<file path="src/rtl/pm_evt_pkg.sv">
package pm_evt_pkg;
  parameter int unsigned IO_AW = 10;
  parameter int unsigned REG_W = 16;

  // Base with its alignment bits forced to zero.
  function automatic logic [IO_AW-1:0] align_base(input logic [IO_AW-1:0] base,
                                                  input int unsigned align_log2);
    logic [IO_AW-1:0] m;
    m = '1;
    m = m << align_log2;
    return base & m;
  endfunction

  // Aligned base inside the permitted window.
  function automatic logic base_valid(input logic [IO_AW-1:0] base,
                                      input int unsigned align_log2,
                                      input logic [IO_AW-1:0] lo,
                                      input logic [IO_AW-1:0] hi);
    logic [IO_AW-1:0] b;
    b = align_base(base, align_log2);
    return (b >= lo) && (b <= hi);
  endfunction

  // Place a byte into the low or high half of a register word.
  function automatic logic [REG_W-1:0] byte_lane(input logic [7:0] d, input logic hi);
    return hi ? {d, 8'h00} : {8'h00, d};
  endfunction
endpackage

</file>
<file path="src/rtl/pm_evt_decode.sv">
module pm_evt_decode
  import pm_evt_pkg::*;
#(
  parameter int unsigned ALIGN_LOG2 = 4,
  parameter logic [IO_AW-1:0] BASE_LO = 10'h100,
  parameter logic [IO_AW-1:0] BASE_HI = 10'h3F0
) (
  input  logic [IO_AW-1:0] base_i,
  input  logic [IO_AW-1:0] addr_i,
  output logic             hit_o,
  output logic             en_sel_o,
  output logic             hi_sel_o
);
  localparam int unsigned OFF_W = ALIGN_LOG2;

  logic [IO_AW-1:0] eff_base;
  logic             win_hit;
  logic [OFF_W-1:0] off;

  always_comb begin
    eff_base = align_base(base_i, ALIGN_LOG2);
    off      = addr_i[OFF_W-1:0];
    win_hit  = (addr_i[IO_AW-1:OFF_W] == eff_base[IO_AW-1:OFF_W]);
    hit_o    = base_valid(base_i, ALIGN_LOG2, BASE_LO, BASE_HI) && win_hit
               && (off[OFF_W-1:2] == '0);
    en_sel_o = off[1];
    hi_sel_o = off[0];
  end
endmodule

</file>
<file path="src/rtl/pm_evt_group.sv">
module pm_evt_group
  import pm_evt_pkg::*;
#(
  parameter int unsigned ALIGN_LOG2 = 4,
  parameter logic [IO_AW-1:0] BASE_LO = 10'h100,
  parameter logic [IO_AW-1:0] BASE_HI = 10'h3F0,
  parameter logic [REG_W-1:0] STS_MASK = 16'h0031,
  parameter logic [REG_W-1:0] EN_MASK  = 16'h0021
) (
  input  logic             clk,
  input  logic             rst_n,
  input  logic [IO_AW-1:0] base_i,
  input  logic [IO_AW-1:0] addr_i,
  input  logic             wr_i,
  input  logic [7:0]       wdata_i,
  input  logic [REG_W-1:0] evt_i,
  output logic [7:0]       rdata_o,
  output logic             hit_o,
  output logic             pend_o,
  output logic [REG_W-1:0] sts_o,
  output logic [REG_W-1:0] en_o,
  output logic [REG_W-1:0] clr_o
);
  logic             en_sel, hi_sel;
  logic [REG_W-1:0] sts_q, en_q, set_v, lane_d, lane_m, en_wr_m;
  logic             sts_wr, en_wr;

  pm_evt_decode #(
    .ALIGN_LOG2(ALIGN_LOG2), .BASE_LO(BASE_LO), .BASE_HI(BASE_HI)
  ) u_dec (
    .base_i(base_i), .addr_i(addr_i),
    .hit_o(hit_o), .en_sel_o(en_sel), .hi_sel_o(hi_sel)
  );

  always_comb begin
    sts_wr  = hit_o && wr_i && !en_sel;
    en_wr   = hit_o && wr_i && en_sel;
    lane_d  = byte_lane(wdata_i, hi_sel);
    lane_m  = byte_lane(8'hFF, hi_sel);
    clr_o   = sts_wr ? (lane_d & STS_MASK) : '0;
    set_v   = evt_i & STS_MASK;
    en_wr_m = en_wr ? (lane_m & EN_MASK) : '0;
  end

  always_ff @(posedge clk or negedge rst_n) begin
    if (!rst_n) begin
      sts_q <= '0;
      en_q  <= '0;
    end else begin
      sts_q <= (sts_q & ~clr_o) | set_v;          // set wins over clear
      en_q  <= (en_q & ~en_wr_m) | (lane_d & en_wr_m);
    end
  end

  always_comb begin
    rdata_o = 8'h00;
    if (hit_o) begin
      case ({en_sel, hi_sel})
        2'b00:   rdata_o = sts_q[7:0];
        2'b01:   rdata_o = sts_q[15:8];
        2'b10:   rdata_o = en_q[7:0];
        default: rdata_o = en_q[15:8];
      endcase
    end
    pend_o = |(sts_q & en_q);
    sts_o  = sts_q;
    en_o   = en_q;
  end
endmodule

</file>
<file path="src/rtl/pm_event_regs.sv">
module pm_event_regs
  import pm_evt_pkg::*;
#(
  parameter logic [REG_W-1:0] PM1_STS_MASK = 16'h0031,
  parameter logic [REG_W-1:0] PM1_EN_MASK  = 16'h0021,
  parameter logic [REG_W-1:0] GPE_STS_MASK = 16'hFFFF,
  parameter logic [REG_W-1:0] GPE_EN_MASK  = 16'hFFFF
) (
  input  logic             clk,
  input  logic             rst_n,
  input  logic [IO_AW-1:0] pm1_base,
  input  logic [IO_AW-1:0] gpe_base,
  input  logic [IO_AW-1:0] io_addr,
  input  logic             io_wr,
  input  logic [7:0]       io_wdata,
  output logic [7:0]       io_rdata,
  input  logic [REG_W-1:0] pm1_evt,
  input  logic [REG_W-1:0] gpe_evt,
  output logic             sci
);
  logic [7:0]       pm1_rd, gpe_rd;
  logic             pm1_hit, gpe_hit, pm1_pend, gpe_pend, sci_q;
  logic [REG_W-1:0] pm1_sts, pm1_en, pm1_clr, gpe_sts, gpe_en, gpe_clr;

  pm_evt_group #(
    .ALIGN_LOG2(4), .BASE_LO(10'h100), .BASE_HI(10'h3F0),
    .STS_MASK(PM1_STS_MASK), .EN_MASK(PM1_EN_MASK)
  ) u_pm1 (
    .clk(clk), .rst_n(rst_n), .base_i(pm1_base), .addr_i(io_addr),
    .wr_i(io_wr), .wdata_i(io_wdata), .evt_i(pm1_evt),
    .rdata_o(pm1_rd), .hit_o(pm1_hit), .pend_o(pm1_pend),
    .sts_o(pm1_sts), .en_o(pm1_en), .clr_o(pm1_clr)
  );

  pm_evt_group #(
    .ALIGN_LOG2(3), .BASE_LO(10'h100), .BASE_HI(10'h3F8),
    .STS_MASK(GPE_STS_MASK), .EN_MASK(GPE_EN_MASK)
  ) u_gpe (
    .clk(clk), .rst_n(rst_n), .base_i(gpe_base), .addr_i(io_addr),
    .wr_i(io_wr), .wdata_i(io_wdata), .evt_i(gpe_evt),
    .rdata_o(gpe_rd), .hit_o(gpe_hit), .pend_o(gpe_pend),
    .sts_o(gpe_sts), .en_o(gpe_en), .clr_o(gpe_clr)
  );

  always_ff @(posedge clk or negedge rst_n) begin
    if (!rst_n) sci_q <= 1'b0;
    else        sci_q <= pm1_pend | gpe_pend;
  end

  assign io_rdata = pm1_hit ? pm1_rd : gpe_rd;
  assign sci      = sci_q;
endmodule

</file>
<file path="config.mk">
export PLATFORM = sky130hd
export DESIGN_NAME = pm_event_regs
export DESIGN_NICKNAME = d
export VERILOG_FILES = /design/src/rtl/pm_evt_pkg.sv /design/src/rtl/pm_evt_decode.sv /design/src/rtl/pm_evt_group.sv /design/src/rtl/pm_event_regs.sv
export SDC_FILE = /design/constraint.sdc
export NUM_CORES = 1
export LEC_CHECK = 0
export BUFFER_PORTS_ARGS = -buffer_cell sky130_fd_sc_hd__buf_4
export CAP_MARGIN = 15
export CORE_ASPECT_RATIO = 0.5
export CORE_MARGIN = 2
export CORE_UTILIZATION = 50
export DETAILED_ROUTE_END_ITERATION = 12
export PLACE_DENSITY = 0.85
export SYNTH_ARGS = -nofsm -noshare
export SYNTH_HDL_FRONTEND = slang
export SYNTH_SLANG_ARGS = --single-unit
</file>
<file path="constraint.sdc">
create_clock -name clk -period 3.3 [get_ports clk]
set_clock_uncertainty 0.2 [all_clocks]
set_input_delay 0.495 -clock clk [delete_from_list [all_inputs] [get_ports clk]]
set_output_delay 0.495 -clock clk [all_outputs]
set_load 0.02 [all_outputs]
</file>
; Yosys cells after proc, flatten, opt, wreduce, memory -nomap -nowiden
; Index checks and enable logic that the tools add are counted.
[op_classes]
order_cmp = 4
eq_ne = 4
muxes = 10
bitwise_logic = 18
reduce_logical = 17
[ops]
columns = operator, n
row1 = 16-bit AND, 8
row2 = 16-bit 2-to-1 mux, 4
row3 = 16-bit NOT, 4
row4 = 16-bit OR, 3
row5 = 8-bit case mux with 3 select lines, 2
row6 = 16-bit OR reduction, 2
row7 = 10-bit by 9-bit >= comparator with 1-bit output (second input constant), 2
row8 = 10-bit <= comparator (second input constant), 2
row9 = 8-bit 2-to-1 mux, 2
row10 = 16-bit by 6-bit OR with 16-bit output, 1
row11 = 1-bit logical AND, 12
row12 = 6-bit 2-to-1 mux, 2
row13 = 7-bit == test, 1
row14 = 6-bit == test, 1
row15 = 2-bit logical NOT, 2
row16 = 2-bit by 1-bit == test with 1-bit output (second input constant), 1
row17 = 2-bit == test (second input constant), 1
row18 = 1-bit logical NOT, 1
row19 = 1-bit NOT, 1
row20 = 1-bit OR, 1
[totals]
reg_bits = 65
word_cells = 58

; Depth between registers and ports, before layout
; Gate-level depths: netlist (run 1).
[logic_depth]
depth_word = 10
mapped_depth = 5
depth_no_buf = 4

; Hierarchy
; From an unflattened synthesis (run 1), not the netlist that was laid out.
[hier_totals]
hier_cells = 240
hier_area_um2 = 2628.8
[modules_own_cells]
columns = mod, n_inst, cells_each, area_each_um2, seq_area_each_um2
row1 = pm_evt_group at u_gpe, 1, 130, 1639.1, 800.8
row2 = pm_evt_group at u_pm1, 1, 74, 624.3, 125.1
row3 = pm_event_regs, 1, 11, 162.7, 25.0
row4 = pm_evt_decode at u_gpe.u_dec, 1, 13, 103.8, 0.0
row5 = pm_evt_decode at u_pm1.u_dec, 1, 12, 98.8, 0.0

; Least setup slack after synthesis (run 1)
; No wires, ideal clock.
[synth_path]
path_type = input to output
start = input gpe_base[8]
end = output io_rdata[1]
arrival_time_ns = 1.931
path_slack_ns = 0.674
cell_stages = 5
path_cell_list = xor2_1 > nor4_4 > buf_2 > nand2_1 > nor3b_1
[synth_between]
elab_chain_cells = 6
word_cells_on_any_way = 8
classes_between = order compare: 2 / eq/ne: 1 / mux: 2 / reduce/logical: 3
[synth_lines]
columns = item, line_no
row1 = from (decl), pm_event_regs.sv:12  ; input logic [IO_AW-1:0] gpe_base,
row2 = 10-bit by 9-bit >= comparator with 1-bit output / 10-bit <= comparator (equally long branches), pm_evt_pkg.sv:21  ; return (b >= lo) && (b <= hi);
row3 = 1-bit logical AND, pm_evt_pkg.sv:21
row4 = 1-bit logical AND (*), pm_evt_decode.sv:24  ; hit_o = base_valid(base_i, ALIGN_LOG2, BASE_LO, BASE_HI) && win_hit
row5 = 1-bit logical AND (*), pm_evt_decode.sv:25  ; && (off[OFF_W-1:2] == '0);
row6 = 8-bit 2-to-1 mux (*), pm_evt_group.sv:57  ; if (hit_o) begin
row7 = 8-bit 2-to-1 mux (*), pm_event_regs.sv:50  ; assign io_rdata = pm1_hit ? pm1_rd : gpe_rd;
row8 = to (decl), pm_event_regs.sv:16  ; output logic [7:0] io_rdata,
; Every way passes the cells marked *; elsewhere a longest branch is shown, timed or not.

; Final worst setup path (run 1)
[layout_path]
start = input io_addr[9]
end = output io_rdata[0]
[layout_between]
elab_chain_cells = 5
word_cells_on_any_way = 8
classes_between = eq/ne: 2 / mux: 2 / reduce/logical: 4
[layout_lines]
columns = item, line_no
row1 = from (decl), pm_event_regs.sv:13  ; input logic [IO_AW-1:0] io_addr,
row2 = 7-bit == test, pm_evt_decode.sv:23  ; win_hit = (addr_i[IO_AW-1:OFF_W] == eff_base[IO_AW-1:OFF_W]);
row3 = 1-bit logical AND, pm_evt_decode.sv:24
row4 = 1-bit logical AND, pm_evt_decode.sv:25
row5 = 8-bit 2-to-1 mux, pm_evt_group.sv:57
row6 = 8-bit 2-to-1 mux (*), pm_event_regs.sv:50
; Marked as above.

==> results.sh, run 1 <==
export IMPL_final_hold_viol_count=0
export IMPL_clock_latency_ps=290
export IMPL_synth_cells=179
export IMPL_root_buffer="clkbuf_8"
export IMPL_finalSetupTns_ps=0
export IMPL_antennaDiodeCount=0
export IMPL_final_nets=316
export IMPL_num_io_pins=82
export IMPL_hold_depth=2
export IMPL_synth_async_sr_flop_share_pct=100
export IMPL_setup_violations=0
export IMPL_grt_ovfl_total=0
export IMPL_p_leak_uw=0.00118
export IMPL_die_area_sq_um=4950
export IMPL_cts_resized=0
export IMPL_p_per_area_nw_per_um2=337
export IMPL_syn_nets=252
export IMPL_combPwrFrac_pct=17.1
export IMPL_arrival_ps=2150
export IMPL_syn_to_final_growth_pct=27.4
export IMPL_r2r_end="sci"
export IMPL_power_frac_clock_pct=32.2
export IMPL_layout_commonest_cell="buf_4"
export IMPL_end_kind="output port"
export IMPL_routed_wirelength_mm=5.45
export IMPL_layout_common_cells="buf_4, dfrtp_1, a21o_1"
export IMPL_drt_iter0_drc=118
export IMPL_synth_distinct_cells=33
export IMPL_antenna_left=0
export IMPL_period_needed_ps=2840
export IMPL_grt_usage_pct=23.7
export IMPL_postCtsSetupBuffers=0
export IMPL_grt_pass1_vias=1896
export IMPL_synth_top_cell_by_area="dfrtp_1"
export IMPL_worst_ir_drop_vdd_v=0.000164
export IMPL_port_buffer_count=61
export IMPL_grt_pass1_wl_mm=9.01
export IMPL_drt_first_pass_iters=4
export IMPL_rsz0062_at_grt="no"
export IMPL_netlist_area_leader_share_pct=43.5
export IMPL_pwr_share_seq_pct=50.8
export IMPL_holdPathEnd="u_pm1.sts_o[5]"
export IMPL_p_switching_uw=241
export IMPL_start_kind="input pin"
export IMPL_route_detailed_drc=0
export IMPL_gp_congestion=0.829
export IMPL_hold_class="input pin to flop"
export IMPL_core_sq_um=4040
export IMPL_antenna_found_initial=0
export IMPL_max_freq_mhz=352
export IMPL_cts_tree="yes"
export IMPL_synth_ff_type="dfrtp_1"
export IMPL_syn_area_sq_um=2180
export IMPL_setup_ws_ps=455
export IMPL_cts_sinks=38
export IMPL_rrSetupSlack_ps=1730
export IMPL_path_class="input pin to output port"
export IMPL_fp_dieW_um=97.5
export IMPL_synth_seq_area_share_pct=43.5
export IMPL_place_hpwl_mm=3.91
export IMPL_fp_row_count=16
export IMPL_routed_via_density=6.07
export IMPL_final_area_sq_um=2780
export IMPL_clockBufferDepth=2
export IMPL_grt_max_degree=39
export IMPL_pre_cts_ws_ps=485
export IMPL_cts_clk_slew_worst_paths_ps=70
export IMPL_wl_per_cell_um=18.3
export IMPL_place_area_sq_um=2700
export IMPL_switching_share_pct=25.7
export IMPL_synth_area_leaders="dfrtp_1, mux2_2, mux4_2, a21o_1, xor2_1"
export IMPL_avgSynthCellArea_sq_um=12.2
export IMPL_cts_made_buffers=5
export IMPL_drv_slew=0
export IMPL_relSlewSlack_pct=56.7
export IMPL_synth_edff_count=0
export IMPL_fin_crit_sh_pct=86.2
export IMPL_yosysWarnings=0
export IMPL_htree_levels=2
export IMPL_critPathMaxFanout=8
export IMPL_vias=1803
export IMPL_start_util_pct=54.0
export IMPL_drive_above_1_share_pct=44.0
export IMPL_status="complete, no violations"
export IMPL_critPathRequiredTime_ps=2600
export IMPL_tightestPinTransition_ps=649
export IMPL_die_height_um=50.7
export IMPL_reg2regPathDepth=4
export IMPL_yosys_register_bits=38
export IMPL_hp_start="pm1_evt[5]"
export IMPL_maxCapViolCount=0
export IMPL_p_int_uw=698
==> Yosys cell counts (5+ instances only) <==
master	instances
dfrtp_1	38
a21o_1	19
mux2_2	16
nand3_1	12
and3_1	10
nand4_1	9
mux4_2	8
xor2_1	8
buf_2	6
nand2_1	6
nor3b_1	6
mux2i_1	5
==> power by group through the flow <==
stage	Combinational, uW	Sequential (uW)	Clock (uW)
finish	160	477	302
global placement	156	486	0
global route	174	478	327
detailed placement	159	486	0
CTS	161	477	305
floorplan	69.4	489	0
==> critical path: stages <==
cell,delay (ps)
buf_4,120
nor2b_4,120
or4_4,520
nor3_4,410
mux2i_1,300
buf_4,180
==> metrics by stage <==
step / std cells / power (uW) / util (%) / hold WS, ps
global route: 297 / 980 / 68.8 / 170
global placement: 289 / 642 / 66.6 / 284
finish: 297 / 939 / 68.8 / 179
floorplan: 179 / 559 / - / -0.591
detailed placement: 289 / 646 / 66.6 / 293
CTS: 297 / 944 / 68.8 / 177
==> cells by family after synthesis <==
family,after synthesis,synth area share (%)
buffers and inverters,8,1.72
AO/OA/AOI/OAI,30,10.6
XOR/XNOR,11,4.41
AND/OR/NAND/NOR,61,19.9
multiplexers,31,19.8
flip-flops,38,43.5
==> cell type report <==
cell class / instances / area (sq um)
clock buffers: 5 / 68.8
fillers: 316 / 1260
repair buffers: 65 / 490
clock inverters: 2 / 10.0
flip-flops and latches: 38 / 951
well taps: 54 / 67.6
multi-input cells: 133 / 1200
==> per-layer routing <==
metal | global-route usage, % | share of wire, % | vias to the layer above
met1 | 29.7 | 39 | 880
li1 | - | - | 813
met3 | 9.33 | 9.5 | 12
met5 | 0 | 0 | -
met4 | 6.71 | 1.4 | 0
met2 | 38.6 | 50 | 98
==> how the worst max path moves through the flow <==
stage,from,endpoint,slack (ps)
6_report,io_addr[9],io_rdata[0],460
5_1_grt,io_addr[9],io_rdata[0],430
4_1_cts,io_addr[9],io_rdata[0],480
3_5_place_dp,io_addr[9],io_rdata[0],490
3_3_place_gp,io_addr[9],io_rdata[0],510
2_1_floorplan,gpe_base[8],io_rdata[1],670
==> what timing repair did <==
action	4_1_cts	5_1_grt
endpoints found under the hold margin	38	0
endpoints found under the setup margin	0	0
hold buffers	1	0
No activity file was read; power rests on OpenSTA's default activity.
==> run 2, diff against run 1 <==
--- a/config.mk
+++ b/config.mk
@@ -8,10 +8,11 @@
 export BUFFER_PORTS_ARGS = -buffer_cell sky130_fd_sc_hd__buf_4
 export CAP_MARGIN = 15
 export CORE_ASPECT_RATIO = 0.5
-export CORE_MARGIN = 2
+export CORE_MARGIN = 4
 export CORE_UTILIZATION = 50
 export DETAILED_ROUTE_END_ITERATION = 12
 export PLACE_DENSITY = 0.85
+export SKIP_CTS_REPAIR_TIMING = 1
 export SYNTH_ARGS = -nofsm -noshare
 export SYNTH_HDL_FRONTEND = slang
 export SYNTH_SLANG_ARGS = --single-unit
==> run 2 against run 1 <==
Net effect: combinational power is essentially flat; cell count grew 0.34%; sequential share of layout area shrank 0.15 points; critical path depth is the same; fmax grew 1.4%; global-route usage shrank 1.8 points; largest cell class unchanged; count of clock-buffer cells in the layout grew 2; via count grew 1.1%; setup slack gained 40 ps; core utilization grew 0.31 points; register-to-register slack gained 20 ps.
==> results.sh, run 2 (synthesis gave the netlist of run 1 again) <==
export IMPL_grt_max_degree=39
export IMPL_gp_congestion=0.842
export IMPL_cts_sinks=38
export IMPL_rrSetupSlack_ps=1750
export IMPL_port_buffer_count=61
export IMPL_whs_ps=166
export IMPL_num_io_pins=82
export IMPL_grt_busiest_layer="met2"
export IMPL_period_needed_ps=2810
export IMPL_max_freq_mhz=356
export IMPL_layout_common_cells="buf_4, dfrtp_1, a21o_1"
export IMPL_status="complete, no violations"
export IMPL_end_kind="output port"
export IMPL_die_area_sq_um=5560
export IMPL_wl_per_cell_um=18.8
export IMPL_antenna_left=0
export IMPL_routed_wirelength_mm=5.61
export IMPL_slowest_stage="or4_4"
export IMPL_tightestPinTransition_ps=620
export IMPL_cp_slowest_stage_delay_ps=520
export IMPL_met2_usage_pct=39.5
export IMPL_cts_clk_slew_worst_paths_ps=70
export IMPL_core_sq_um=4040
export IMPL_fin_crit_sh_pct=85.0
export IMPL_cts_made_buffers=5
export IMPL_grt_usage_pct=21.9
export IMPL_rsz0062_at_grt="no"
export IMPL_grt_pass1_vias=1888
export IMPL_start_kind="input pin"
export IMPL_holdPathEnd="u_pm1.sts_o[0]"
export IMPL_antenna_found_initial=0
export IMPL_cp_common_cell="buf_4"
export IMPL_setup_violations=0
export IMPL_critPathMaxFanout=8
export IMPL_pre_cts_ws_ps=491
export IMPL_clockBufferDepth=2
export IMPL_setup_ws_ps=495
export IMPL_syn_to_final_growth_pct=28.0
export IMPL_fp_dieW_um=101
export IMPL_p_per_area_nw_per_um2=349
export IMPL_path_class="input pin to output port"
export IMPL_worst_ir_drop_vdd_v=0.000178
export IMPL_die_height_um=54.7
export IMPL_drt_first_pass_iters=4
export IMPL_final_hold_viol_count=0
export IMPL_finalSetupTns_ps=0
export IMPL_relSlewSlack_pct=58.6
export IMPL_r2r_end="sci"
export IMPL_hold_class="input pin to flop"
export IMPL_grt_met3_usage_pct=8.02
export IMPL_reg2regPathDepth=4
export IMPL_final_area_sq_um=2800
export IMPL_drive_above_1_share_pct=43.9
export IMPL_drt_iter0_drc=93
export IMPL_htree_levels=2
export IMPL_route_detailed_drc=0
export IMPL_antennaDiodeCount=0
export IMPL_root_buffer="clkbuf_8"
export IMPL_grt_pass1_wl_mm=9.01
export IMPL_drv_slew=0
export IMPL_grt_ovfl_total=0
export IMPL_cp_buffers_inverters=2
export IMPL_clock_latency_ps=300
export IMPL_arrival_ps=2110
export IMPL_p_leak_uw=0.00119
export IMPL_cts_tree="yes"
export IMPL_critPathRequiredTime_ps=2600
export IMPL_final_nets=316
export IMPL_place_area_sq_um=2700
export IMPL_hp_start="pm1_evt[0]"
export IMPL_cp_cell_sequence="buf_4 -> nor2b_4 -> or4_4 -> nor3_4 -> mux2i_1 -> buf_4"
export IMPL_place_hpwl_mm=4.12
export IMPL_maxCapViolCount=0
export IMPL_cp_top_family="simple AND/OR/NAND/NOR gates"
export IMPL_routed_via_density=6.11
export IMPL_hold_depth=2
export IMPL_fp_row_count=16
export IMPL_use_met1_pct=25.6
export IMPL_vias=1822
export IMPL_start_util_pct=54.0
export IMPL_layout_commonest_cell="buf_4"
## run 2: changes by cell type in the layout (fill, tap and decap cells not counted), sizes merged
| cell | change |
|---|---|
| clkbuf | +2 |
| clkinv | -1 |
## run 2: area by class of cell
type                       instances  area (sq um)
tap                               54          67.6
multi-input combinational        133          1200
sequential                        38           951
timing repair buffer              65           490
fill                             309          1250
clock inverter                     1          5.00
clock buffer                       7          86.3
## run 2: how the worst max path moves through the flow
stage / start / endpoint / slack (ps) / depth (start not counted)
finish: io_addr[9] / io_rdata[0] / 490 / 6
global route: io_addr[9] / io_rdata[4] / 450 / 6
CTS: io_addr[9] / io_rdata[0] / 480 / 6
detailed placement: io_addr[9] / io_rdata[0] / 490 / 6
global placement: io_addr[9] / io_rdata[0] / 510 / 6
floorplan: gpe_base[8] / io_rdata[1] / 670 / 5
## run 2: worst reg2reg max path: stages (launching register included)
cell      delay, ps
dfrtp_1         400
a22o_1          240
a221oi_1        260
and3_1          230
nand4_1          80
## run 2: stage by stage
step	total power [uW]	cells	utilization (%)
floorplan	559	179	-
global placement	642	289	66.6
detailed placement	648	289	66.6
CTS	979	297	68.9
global route	1020	298	69.2
finish	976	298	69.2
## run 2: metal layers
layer | part of all wire (%) | vias to the layer above
met5 | 0 | -
met4 | 1.1 | 0
met3 | 10 | 8
met2 | 51 | 94
met1 | 38 | 895
li1 | - | 825
## run 2: report_power, final
group          internal (uW)  switching (uW)
Sequential               473            4.08
Clock                    169             168
Combinational           83.3            78.7
Total                    725             251
